==> config.mk <==
export PLATFORM = sky130hd
export DESIGN_NAME = aclk_gen
export DESIGN_NICKNAME = d
export VERILOG_FILES = /design/src/rtl/aclk_pkg.sv /design/src/rtl/aclk_sync.sv /design/src/rtl/aclk_master_div.sv /design/src/rtl/aclk_slave_edge.sv /design/src/rtl/aclk_gen.sv
export SDC_FILE = /design/constraint.sdc
export NUM_CORES = 1
export LEC_CHECK = 0
export BUFFER_PORTS_ARGS = -buffer_cell sky130_fd_sc_hd__buf_2
export CORE_MARGIN = 2
export CORE_UTILIZATION = 30
export DETAILED_ROUTE_END_ITERATION = 10
export GPL_TIMING_DRIVEN = 0
export PLACE_DENSITY = 0.53
export REMOVE_ABC_BUFFERS = 1
export SYNTH_ARGS = -nofsm -noshare
export SYNTH_HDL_FRONTEND = slang
export SYNTH_SLANG_ARGS = --single-unit
==> constraint.sdc <==
create_clock -name clk_i -period 2.8 [get_ports clk_i]
set_input_delay 0.56 -clock clk_i [delete_from_list [all_inputs] [get_ports clk_i]]
set_output_delay 0.56 -clock clk_i [all_outputs]
set_load 0.02 [all_outputs]
==> src/rtl/aclk_pkg.sv <==
package aclk_pkg;

  localparam int unsigned MaxMclkPerBit   = 4;
  localparam int unsigned MaxBitsPerFrame = 128;
  localparam int unsigned MCW = $clog2(MaxMclkPerBit);
  localparam int unsigned BCW = $clog2(MaxBitsPerFrame);
  localparam int unsigned FW  = BCW + 1;

  typedef enum logic {
    BIT_DIV2 = 1'b0,
    BIT_DIV4 = 1'b1
  } bit_ratio_e;

  typedef enum logic [1:0] {
    FRM_32     = 2'd0,
    FRM_64     = 2'd1,
    FRM_128    = 2'd2,
    FRM_128_X  = 2'd3
  } frame_ratio_e;

  typedef struct packed {
    logic shift;
    logic sample;
    logic frame_start;
  } strobe_t;

  function automatic logic [MCW:0] bit_mclks(bit_ratio_e sel);
    return (sel == BIT_DIV4) ? (MCW+1)'(4) : (MCW+1)'(2);
  endfunction

  function automatic logic [FW-1:0] frame_bits(frame_ratio_e sel);
    logic [FW-1:0] n;
    case (sel)
      FRM_32:  n = FW'(32);
      FRM_64:  n = FW'(64);
      default: n = FW'(128);
    endcase
    return n;
  endfunction

endpackage

==> src/rtl/aclk_sync.sv <==
module aclk_sync #(
  parameter int unsigned STAGES = 2,
  parameter int unsigned WIDTH  = 2
) (
  input  logic             clk,
  input  logic             rst_n,
  input  logic [WIDTH-1:0] d,
  output logic [WIDTH-1:0] q
);

  logic [WIDTH-1:0] stg_q [STAGES];

  always_ff @(posedge clk) begin
    if (!rst_n) begin
      for (int i = 0; i < STAGES; i++) stg_q[i] <= '0;
    end else begin
      stg_q[0] <= d;
      for (int i = 1; i < STAGES; i++) stg_q[i] <= stg_q[i-1];
    end
  end

  assign q = stg_q[STAGES-1];

endmodule

==> src/rtl/aclk_master_div.sv <==
module aclk_master_div
  import aclk_pkg::*;
#(
  parameter int unsigned ACTIVE_BITS = 32
) (
  input  logic         clk,
  input  logic         rst_n,
  input  logic         run,
  input  bit_ratio_e   bsel,
  input  frame_ratio_e fsel,
  input  logic         bclk_inv,
  input  logic         lr_inv,
  input  logic         free_run,
  output logic         bclk_q,
  output logic         lrclk_q,
  output strobe_t      stb_q
);

  localparam logic [FW-1:0] ActLim = FW'(ACTIVE_BITS);

  logic [MCW-1:0] mcnt_q, mcnt_d;
  logic [BCW-1:0] bcnt_q, bcnt_d;
  logic [MCW:0]   per_bit, half_bit, mpos;
  logic [FW-1:0]  per_frame, half_frame, bpos, slot;
  logic           bit_last, frame_last, right_half, slot_active, raw_bclk;

  always_comb begin
    per_bit     = bit_mclks(bsel);
    half_bit    = per_bit >> 1;
    per_frame   = frame_bits(fsel);
    half_frame  = per_frame >> 1;
    mpos        = {1'b0, mcnt_q};
    bpos        = {1'b0, bcnt_q};
    bit_last    = mpos >= (per_bit - 1'b1);
    frame_last  = bpos >= (per_frame - 1'b1);
    right_half  = bpos >= half_frame;
    slot        = right_half ? (bpos - half_frame) : bpos;
    slot_active = free_run || (slot < ActLim);
    raw_bclk    = mpos >= half_bit;
  end

  // Dividers: held at zero while stopped so that a restart opens a left word.
  always_comb begin
    mcnt_d = mcnt_q;
    bcnt_d = bcnt_q;
    if (!run) begin
      mcnt_d = '0;
      bcnt_d = '0;
    end else if (bit_last) begin
      mcnt_d = '0;
      bcnt_d = frame_last ? '0 : bcnt_q + 1'b1;
    end else begin
      mcnt_d = mcnt_q + 1'b1;
    end
  end

  always_ff @(posedge clk) begin
    if (!rst_n) begin
      mcnt_q  <= '0;
      bcnt_q  <= '0;
      bclk_q  <= 1'b0;
      lrclk_q <= 1'b0;
      stb_q   <= '0;
    end else begin
      mcnt_q <= mcnt_d;
      bcnt_q <= bcnt_d;
      if (run) begin
        bclk_q            <= (raw_bclk & slot_active) ^ bclk_inv;
        lrclk_q           <= right_half ^ lr_inv;
        stb_q.shift       <= (mcnt_q == '0);
        stb_q.sample      <= (mpos == half_bit);
        stb_q.frame_start <= (mcnt_q == '0) && (bcnt_q == '0);
      end else begin
        bclk_q  <= bclk_inv;
        lrclk_q <= lr_inv;
        stb_q   <= '0;
      end
    end
  end

  p_strobe_excl_r11: assert property (@(posedge clk) disable iff (!rst_n)
    !(stb_q.shift && stb_q.sample));

  p_frame_on_shift_r6: assert property (@(posedge clk) disable iff (!rst_n)
    stb_q.frame_start |-> stb_q.shift);

  p_quiet_when_off_r1: assert property (@(posedge clk) disable iff (!rst_n)
    !run |=> (stb_q == '0));

  p_left_at_start_r4: assert property (@(posedge clk) disable iff (!rst_n)
    (run && stb_q.frame_start) |-> (lrclk_q == $past(lr_inv)));

endmodule

==> src/rtl/aclk_slave_edge.sv <==
module aclk_slave_edge
  import aclk_pkg::*;
#(
  parameter int unsigned SYNC_STAGES = 2
) (
  input  logic    clk,
  input  logic    rst_n,
  input  logic    run,
  input  logic    bclk_inv,
  input  logic    lr_inv,
  input  logic    ext_bclk,
  input  logic    ext_lrclk,
  output strobe_t stb_q
);

  logic [1:0] synced;
  logic       bclk_s, lr_s, bclk_d;
  logic       rise, fall, shift_e, sample_e, at_left, last_left;

  aclk_sync #(.STAGES(SYNC_STAGES), .WIDTH(2)) u_sync (
    .clk   (clk),
    .rst_n (rst_n),
    .d     ({ext_lrclk, ext_bclk}),
    .q     (synced)
  );

  assign bclk_s = synced[0];
  assign lr_s   = synced[1];

  always_comb begin
    rise     = bclk_s & ~bclk_d;
    fall     = ~bclk_s & bclk_d;
    shift_e  = bclk_inv ? rise : fall;
    sample_e = bclk_inv ? fall : rise;
    at_left  = (lr_s == lr_inv);
  end

  always_ff @(posedge clk) begin
    if (!rst_n) begin
      bclk_d    <= 1'b0;
      last_left <= 1'b1;
      stb_q     <= '0;
    end else begin
      bclk_d <= bclk_s;
      if (!run) begin
        last_left <= 1'b1;
        stb_q     <= '0;
      end else begin
        stb_q.shift       <= shift_e;
        stb_q.sample      <= sample_e;
        stb_q.frame_start <= shift_e & at_left & ~last_left;
        if (shift_e) last_left <= at_left;
      end
    end
  end

  p_slv_quiet_r9: assert property (@(posedge clk) disable iff (!rst_n)
    !run |=> (stb_q == '0));

  p_slv_excl_r11: assert property (@(posedge clk) disable iff (!rst_n)
    !(stb_q.shift && stb_q.sample));

  p_slv_fs_shift_r10: assert property (@(posedge clk) disable iff (!rst_n)
    stb_q.frame_start |-> stb_q.shift);

endmodule

==> src/rtl/aclk_gen.sv <==
module aclk_gen
  import aclk_pkg::*;
#(
  parameter int unsigned ACTIVE_BITS = 32,
  parameter int unsigned SYNC_STAGES = 2
) (
  input  logic       clk_i,
  input  logic       rst_ni,
  input  logic       enable_i,
  input  logic       master_i,
  input  logic       mdiv_sel_i,
  input  logic [1:0] fdiv_sel_i,
  input  logic       bclk_inv_i,
  input  logic       lr_inv_i,
  input  logic       free_run_i,
  input  logic       bclk_i,
  input  logic       lrclk_i,
  output logic       bclk_o,
  output logic       lrclk_o,
  output logic       clk_oe_o,
  output logic       shift_o,
  output logic       sample_o,
  output logic       frame_start_o
);

  logic    run_m, run_s, m_bclk, m_lrclk;
  strobe_t m_stb, s_stb, sel_stb;

  assign run_m = enable_i & master_i;
  assign run_s = enable_i & ~master_i;

  aclk_master_div #(.ACTIVE_BITS(ACTIVE_BITS)) u_master (
    .clk      (clk_i),
    .rst_n    (rst_ni),
    .run      (run_m),
    .bsel     (bit_ratio_e'(mdiv_sel_i)),
    .fsel     (frame_ratio_e'(fdiv_sel_i)),
    .bclk_inv (bclk_inv_i),
    .lr_inv   (lr_inv_i),
    .free_run (free_run_i),
    .bclk_q   (m_bclk),
    .lrclk_q  (m_lrclk),
    .stb_q    (m_stb)
  );

  aclk_slave_edge #(.SYNC_STAGES(SYNC_STAGES)) u_slave (
    .clk       (clk_i),
    .rst_n     (rst_ni),
    .run       (run_s),
    .bclk_inv  (bclk_inv_i),
    .lr_inv    (lr_inv_i),
    .ext_bclk  (bclk_i),
    .ext_lrclk (lrclk_i),
    .stb_q     (s_stb)
  );

  assign sel_stb       = master_i ? m_stb : s_stb;
  assign bclk_o        = master_i & m_bclk;
  assign lrclk_o       = master_i & m_lrclk;
  assign clk_oe_o      = master_i;
  assign shift_o       = sel_stb.shift;
  assign sample_o      = sel_stb.sample;
  assign frame_start_o = sel_stb.frame_start;

endmodule

==> summary.md, run 1 <==
| Metric | Value |
|---|---|
| CP arrival | `2.50 ns` |
| RSZ-0062 raised after global routing | `no` |
| Crit path from | `u_master.bcnt_q[4]` |
| Root Buffer | `clkbuf_8` |
| Initial Utilization | `31.6%` |
| CP Capture Point | `u_master.bclk_q` |
| Final HPWL DP | `1580 um` |
| CTS max path bufs | `2` |
| Area occupied by multi-input gates | `667 um^2` |
| Final worst path period share | `82.5%` |
| CP top delay family | `adder cells` |
| CP Max Fanout | `7` |
| Max-cap violations | `0` |
| DRC Markers | `0` |
| Vias per inst | `4.52` |
| DR iter-0 viols | `53` |
| R2R Path End | `u_master.bclk_q` |
| Async SR Flop Fraction | `0%` |
| Syn Inst Count | `118` |
| Core Box Area | `3690 um^2` |
| Largest net degree at the start of global routing | `15` |
| Worst ir drop on vdd | `126 uV` |
| Initial antenna violation count | `0` |
| FP Rows | `22` |
| Yosys cell types | `37` |
| I/O pins | `18` |
| CP max-delay cell | `fa_1` |
| CTS tree | `done` |
| DRT Wirelength | `2010 um` |
| Clock skew | `0.00449 ns` |
| Max Slew Vio Count | `0` |
| Setup Fix Bufs, Post-CTS | `0` |
| # diodes | `0` |
| Layout cell share with drive strength beyond 1 | `20.6%` |
| Fin crit period | `2.31 ns` |
| Antenna Nets Post-Route | `0` |
| Global Route Usage Sum | `10.6%` |
| H-Tree Depth | `1` |
| PD cells | `458 nW/um^2` |
| Slew @ Worst Pin | `0.337 ns` |
| Status | `completed` |
| Yosys warns | `0` |
| Commonest cells after routing, fill and taps aside | `23 x dfxtp_1, 17 x buf_2, 13 x nor2_1` |
| Routability Congestion | `0.787` |
| Leading cell type in the layout, fill and taps excluded | `dfxtp_1` |
| Wire length per cell | `10.9 um` |
| Clock Sink Count | `23` |
| Slew headroom | `76.9%` |
| Utilization after layout | `36.4%` |
| CP cell instances | `or3_1, fa_1, fa_1, nor3_1, nand2_1, o211ai_1, mux2i_1` |
| Vias in the first global route | `830` |
| Setup TNS | `0 ns` |
| Mapped Area | `1170 um^2` |
| Main synth FF type | `dfxtp_1` |
| Crit-path most repeated cell | `fa_1` |
| Nets | `158` |
| Register area | `460 um^2` |
| Vias | `831` |
| Clk_lat worst skew | `0.26 ns` |
| Area grow syn2layout | `15.2%` |
| Startpoint types | `flip-flop` |
| Clock Pin Slew Worst Setup and Hold Paths | `0.09 ns` |
| Die area | `4400 um^2` |
| Pre-Repair DR Iteration Count | `3` |
| Crit end category | `flip-flop` |
| Die Height | `66.3 um` |
| Hold Vio Cnt, Final | `0` |
| Buffers on Ports | `17` |
| Cts bufs inserted | `3` |
| Post-synth EDFFs | `0` |
| Cell depth of the worst setup path | `7` |
| CTS resizes | `0` |
| CP peak stage delay | `0.43 ns` |
| FF-to-FF path depth | `7` |
| Crit Path Class | `reg -> reg` |
| Hold Crit Class | `reg -> reg` |
| Fmax | `433 MHz` |
| Worst reg2reg startpoint | `u_master.bcnt_q[4]` |
| Seq/Total Area, Yosys | `39.5%` |
| Required @ worst endpoint | `3.00 ns` |
| First-pass GRT wire length | `3580 um` |
| Hold-fix buffers, CTS | `0` |
| # fillers | `374` |
| FF-to-FF setup slack | `0.49 ns` |
| Total gr overflow | `0` |
| Endpoints failing setup | `0` |
| FF+latch count, synth | `23` |
| Die width | `66.3 um` |
| Syn avg cell area | `9.88 um^2` |
| Worst Path Buf+Inv | `0` |
| Leak | `0.569 nW` |
-- kinds of logic (layout without fill, tap and decap cells) --
family,count (synthesis),after routing,synth area share [%]
xor gates and xnor gates,8,8,6.01
buffers and inverters,9,27,3.33
AOI/OAI and AO/OA,12,12,9.55
DFF,23,23,39.5
adders and majority gates,10,10,11.9
muxes,7,7,6.33
and+or+nand+nor,49,49,23.4
-- routing by layer --
layer  vias up  track usage (%)  wire [um]
met4         0             5.36         39
li1        442                -          -
met5         -                0          0
met2        12             17.0        902
met3         4             1.70         62
met1       373             13.5       1010
-- worst min-delay path by stage --
stage | cells past startpoint | endpoint | slack (ns) | startpoint
after floorplan | 1 | u_slave.stb_q[0] | 0.40 | u_slave.last_left
after global placement | 1 | u_slave.stb_q[0] | 0.41 | u_slave.last_left
after detailed placement | 1 | u_slave.u_sync.stg_q[0][2] | 0.42 | u_slave.u_sync.stg_q[0][0]
after CTS | 1 | u_slave.stb_q[0] | 0.44 | u_slave.last_left
after global routing | 1 | u_slave.u_sync.stg_q[0][2] | 0.47 | u_slave.u_sync.stg_q[0][0]
final | 1 | u_slave.stb_q[0] | 0.43 | u_slave.last_left
-- area by class of cell --
cell class                      instances  share of cell area (%)
Clock buffer                            3                    3.07
Sequential cell                        23                    34.3
Clock inverter                          1                   0.559
Tap cell                               48                    4.47
Multi-Input combinational cell         86                    49.6
Inverter                                6                    1.68
Timing Repair Buffer                   17                    6.33
-- synthesized netlist by cell type, types with 2 or more instances --
cell type / number / area share, %
nand3_1: 4 / 1.7
nand2_1: 5 / 1.6
nand2b_1: 2 / 1.1
and3_1: 2 / 1.1
nor2b_1: 2 / 1.1
mux2i_1: 4 / 3.4
nor3_1: 2 / 0.86
mux2_1: 3 / 2.9
ha_1: 7 / 7.5
and2_1: 10 / 5.4
inv_1: 6 / 1.9
fa_1: 2 / 3.4
o211ai_2: 2 / 2.1
o211ai_1: 2 / 1.3
nor2_1: 13 / 4.2
dfxtp_1: 23 / 39
xnor2_1: 4 / 3.0
a21oi_1: 2 / 0.86
and4_1: 2 / 1.5
xor2_1: 4 / 3.0
-- stage by stage --
stage	total power, mW	worst slack (ns)	cell area (um^2)	cells	hold slack [ns]
after detailed placement	0.416	0.210	1290	180	0.419
after global routing	0.650	0.327	1340	184	0.474
after global placement	0.414	0.238	1290	180	0.414
after CTS	0.625	0.475	1340	184	0.435
final	0.615	0.491	1340	184	0.433
after floorplan	0.389	0.468	1150	115	0.399
-- worst register-to-register path: stages, from the launching register on --
cell and delay (ns):
dfxtp_1 0.39, or3_1 0.41, fa_1 0.39, fa_1 0.43, nor3_1 0.16, nand2_1 0.07
o211ai_1 0.21, mux2i_1 0.21
-- state kept, by name, summed over array words and instances, names as in the netlist --
register and cells:
u_master.bclk_q 1, u_master.bcnt_q 7, u_slave.bclk_d 1, u_slave.stb_q 3, u_slave.last_left 1, u_master.lrclk_q 1
u_master.mcnt_q 2, u_slave.u_sync.stg_q 4, u_master.stb_q 3
-- power by group --
| part | switching [mW] | internal, mW | total (mW) |
|---|---|---|---|
| Sequential | 0.00263 | 0.335 | 0.337 |
| Combinational | 0.0388 | 0.0314 | 0.0702 |
| Clock | 0.107 | 0.100 | 0.207 |
(Power assumes the default switching activity.)
==> inputs of run 2 (changes only) <==
--- a/config.mk
+++ b/config.mk
@@ -5,12 +5,13 @@
 export SDC_FILE = /design/constraint.sdc
 export NUM_CORES = 1
 export LEC_CHECK = 0
+export ABC_AREA = 1
 export BUFFER_PORTS_ARGS = -buffer_cell sky130_fd_sc_hd__buf_2
 export CORE_MARGIN = 2
 export CORE_UTILIZATION = 30
 export DETAILED_ROUTE_END_ITERATION = 10
 export GPL_TIMING_DRIVEN = 0
-export PLACE_DENSITY = 0.53
+export PLACE_DENSITY = 0.54
 export REMOVE_ABC_BUFFERS = 1
 export SYNTH_ARGS = -nofsm -noshare
 export SYNTH_HDL_FRONTEND = slang
==> constraint.sdc (replaced) <==
create_clock -name clk_i -period 2.1 [get_ports clk_i]
set_input_delay 0.42 -clock clk_i [delete_from_list [all_inputs] [get_ports clk_i]]
set_output_delay 0.42 -clock clk_i [all_outputs]
set_load 0.02 [all_outputs]
==> summary.md, run 2 <==
| Metric | Value |
|---|---|
| Nets | `208` |
| Buffers on Ports | `17` |
| Setup TNS | `0 ns` |
| Pre-Repair DR Iteration Count | `3` |
| CTS tree | `done` |
| Crit-path most repeated cell | `nand2_1` |
| PD cells | `569 nW/um^2` |
| CP max-delay cell | `fa_1` |
| Crit end category | `flip-flop` |
| Worst ir drop on vdd | `252 uV` |
| Post-synth EDFFs | `0` |
| CP cell instances | `buf_2, nor2_4, nand2_2, fa_2, fa_1, or2_4, a21oi_2, nand2_1, nand3_2, nand3_1, nand2_1, nor2_1` |
| Fin crit period | `1.95 ns` |
| Area grow syn2layout | `18.9%` |
| Final HPWL DP | `1670 um` |
| Hold Crit Class | `in -> reg` |
| First-pass GRT wire length | `3640 um` |
| Vias | `958` |
| Leading cell type in the layout, fill and taps excluded | `nand2_1` |
| Vias in the first global route | `847` |
| Yosys cell types | `28` |
| Clock Pin Slew Worst Setup and Hold Paths | `0.08 ns` |
| Register area | `463 um^2` |
| Die width | `67.7 um` |
| Syn avg cell area | `7.42 um^2` |
| Max-cap violations | `0` |
| Synth Area in Adders | `10.5%` |
| RSZ-0062 raised after global routing | `no` |
| Largest regs | `u_master.bcnt_q: 7 flops, u_slave.u_sync.stg_q: 4 flops` |
| Largest net degree at the start of global routing | `14` |
| Initial Utilization | `30.9%` |
| Global Route Usage Sum | `10.3%` |
| Routability Congestion | `0.733` |
| Finished Layout Cells | `236` |
| I/O pins | `18` |
| Hold-fix buffers, CTS | `0` |
| Die area | `4580 um^2` |
| FF-to-FF setup slack | `0.15 ns` |
| Area occupied by multi-input gates | `644 um^2` |
| Startpoint types | `input pin` |
| H-Tree Depth | `1` |
| Total gr overflow | `0` |
| Antenna Nets Post-Route | `0` |
| Commonest cells after routing, fill and taps aside | `35 x nand2_1, 29 x inv_1, 21 x dfxtp_1` |
| Worst Path Buf+Inv | `1` |
| Top reg by flops | `u_master.bcnt_q` |
| DRC Markers | `0` |
| Clock skew | `0.00195 ns` |
| Utilization after layout | `36.7%` |
| Max FFs per register | `7` |
| Core Box Area | `3940 um^2` |
| Dpl cell area | `1350 um^2` |
| Die Height | `67.7 um` |
| CP arrival | `2.11 ns` |
| Status | `completed` |
| Most common cell in the netlist | `nand2_1` |
| Yosys warns | `0` |
| # diodes | `0` |
| Finished layout cell area | `1450 um^2` |
| CP top delay family | `adder cells` |
| Fraction of synthesized area in multiplexers | `0%` |
| FP Rows | `23` |
| Main synth FF type | `dfxtp_1` |
| Synth Area in Compound Gates | `7.61%` |
| Leak | `0.707 nW` |
| Synth Area in XOR/XNOR | `3.60%` |
| DR iter-0 viols | `38` |
| Mapped Area | `1220 um^2` |
| CTS max path bufs | `2` |
| Slew headroom | `81.8%` |
| Layout cell share with drive strength beyond 1 | `25.8%` |
| Vias per inst | `4.06` |
| Required @ worst endpoint | `2.26 ns` |
| Synth top area share | `37.8%` |
| # fillers | `417` |
| Fmax | `512 MHz` |
| Slew @ Worst Pin | `0.270 ns` |
| Seq/Total Area, Yosys | `37.8%` |
| Crit Path Class | `in -> reg` |
| Main combinational cell family by area after synthesis | `simple AND/OR/NAND/NOR gates` |
| Placed cell count | `229` |
| Wire length per cell | `8.85 um` |
| Final worst path period share | `93.0%` |
| Yosys top cell by area | `dfxtp_1` |
| Max Slew Vio Count | `0` |
| Tot Pwr | `824 uW` |
| Initial antenna violation count | `0` |
| FF+latch count, synth | `23` |
| Clock Sink Count | `23` |
| DRT Wirelength | `2090 um` |
| Top cells by instance count after synthesis | `37 x nand2_1, 31 x inv_1, 23 x dfxtp_1, 16 x nor2_1, 9 x a21oi_1` |
| Clk_lat worst skew | `0.26 ns` |
| Post-Synth Simple-Gate Area | `29.3%` |
| Endpoints failing setup | `0` |
| Syn Inst Count | `164` |
| CP peak stage delay | `0.42 ns` |
| Hold Vio Cnt, Final | `0` |
| Ranking of synthesized cells by area | `dfxtp_1 38%, nand2_1 11%, inv_1 9.6%` |
| Cts bufs inserted | `3` |
| Async SR Flop Fraction | `0%` |
| Root Buffer | `clkbuf_8` |
| CP Max Fanout | `2` |
## run 2: cell count changes in the layout (fill, tap and decap cells not counted), sizes merged, moves of 3 or more
cell,change
mux2,-3
and2,-10
o21ai,+3
inv,+27
buf,+3
nor3,+3
o211ai,-4
xnor2,-3
nand2,+35
a21oi,+7
mux2i,-4
nor2,+6
## run 2: cell families after synthesis
logic type	after synthesis
buf+inv	35
flops	23
xor+xnor	5
fa+ha+maj	9
simple gates	77
compound gates	15
## run 2: worst min-delay path, delay by kind of cell
kind                   cells  cell delay [ns]
buffers and inverters      2             0.11
AND/OR/NAND/NOR            1             0.04
## run 2: layer usage
metal  up-vias  wire (um)  GRT usage (%)
met5         -          0              0
met4         0         25           3.06
met3         2         70           2.50
met2        15        869           15.9
met1       394       1120           14.2
li1        547          -              -
## run 2: report_power, final
part / switching, mW / internal (mW)
logic: 0.0605 / 0.0400
registers: 0.00344 / 0.446
clock network: 0.141 / 0.132
## run 2: per-stage QoR
| step | setup WS, ns | hold WS [ns] |
|---|---|---|
| 6_report | 0.146 | 0.333 |
| 5_1_grt | 0.0126 | 0.326 |
| 4_1_cts | 0.0344 | 0.324 |
| 3_5_place_dp | -0.419 | 0.408 |
| 3_3_place_gp | -0.404 | 0.393 |
| 2_1_floorplan | -0.123 | 0.390 |
## run 2: final cells by class
cell class	count	area share, %
clock inverter	1	0.346
sequential	23	32.0
tap	50	4.32
clock buffer	3	2.85
timing repair buffer	20	7.43
inverter	33	8.56
multi-input combinational	106	44.5
## run 2: final timing paths
path | startpoint | end | cells past startpoint
setup / recovery | fdiv_sel_i[1] | u_master.bclk_q | 12
hold / removal | lrclk_i | u_slave.u_sync.stg_q[0][1] | 3
setup reg to reg | u_master.bcnt_q[4] | u_master.bclk_q | 11
hold reg to reg | u_slave.u_sync.stg_q[0][1] | u_slave.u_sync.stg_q[0][3] | 2
## run 2: repair_timing
item	CTS	global route
setup buffers	2	1
cloned	0	0
setup endpoints to repair	1	1
pin swaps	1	1
resized for setup	7	4
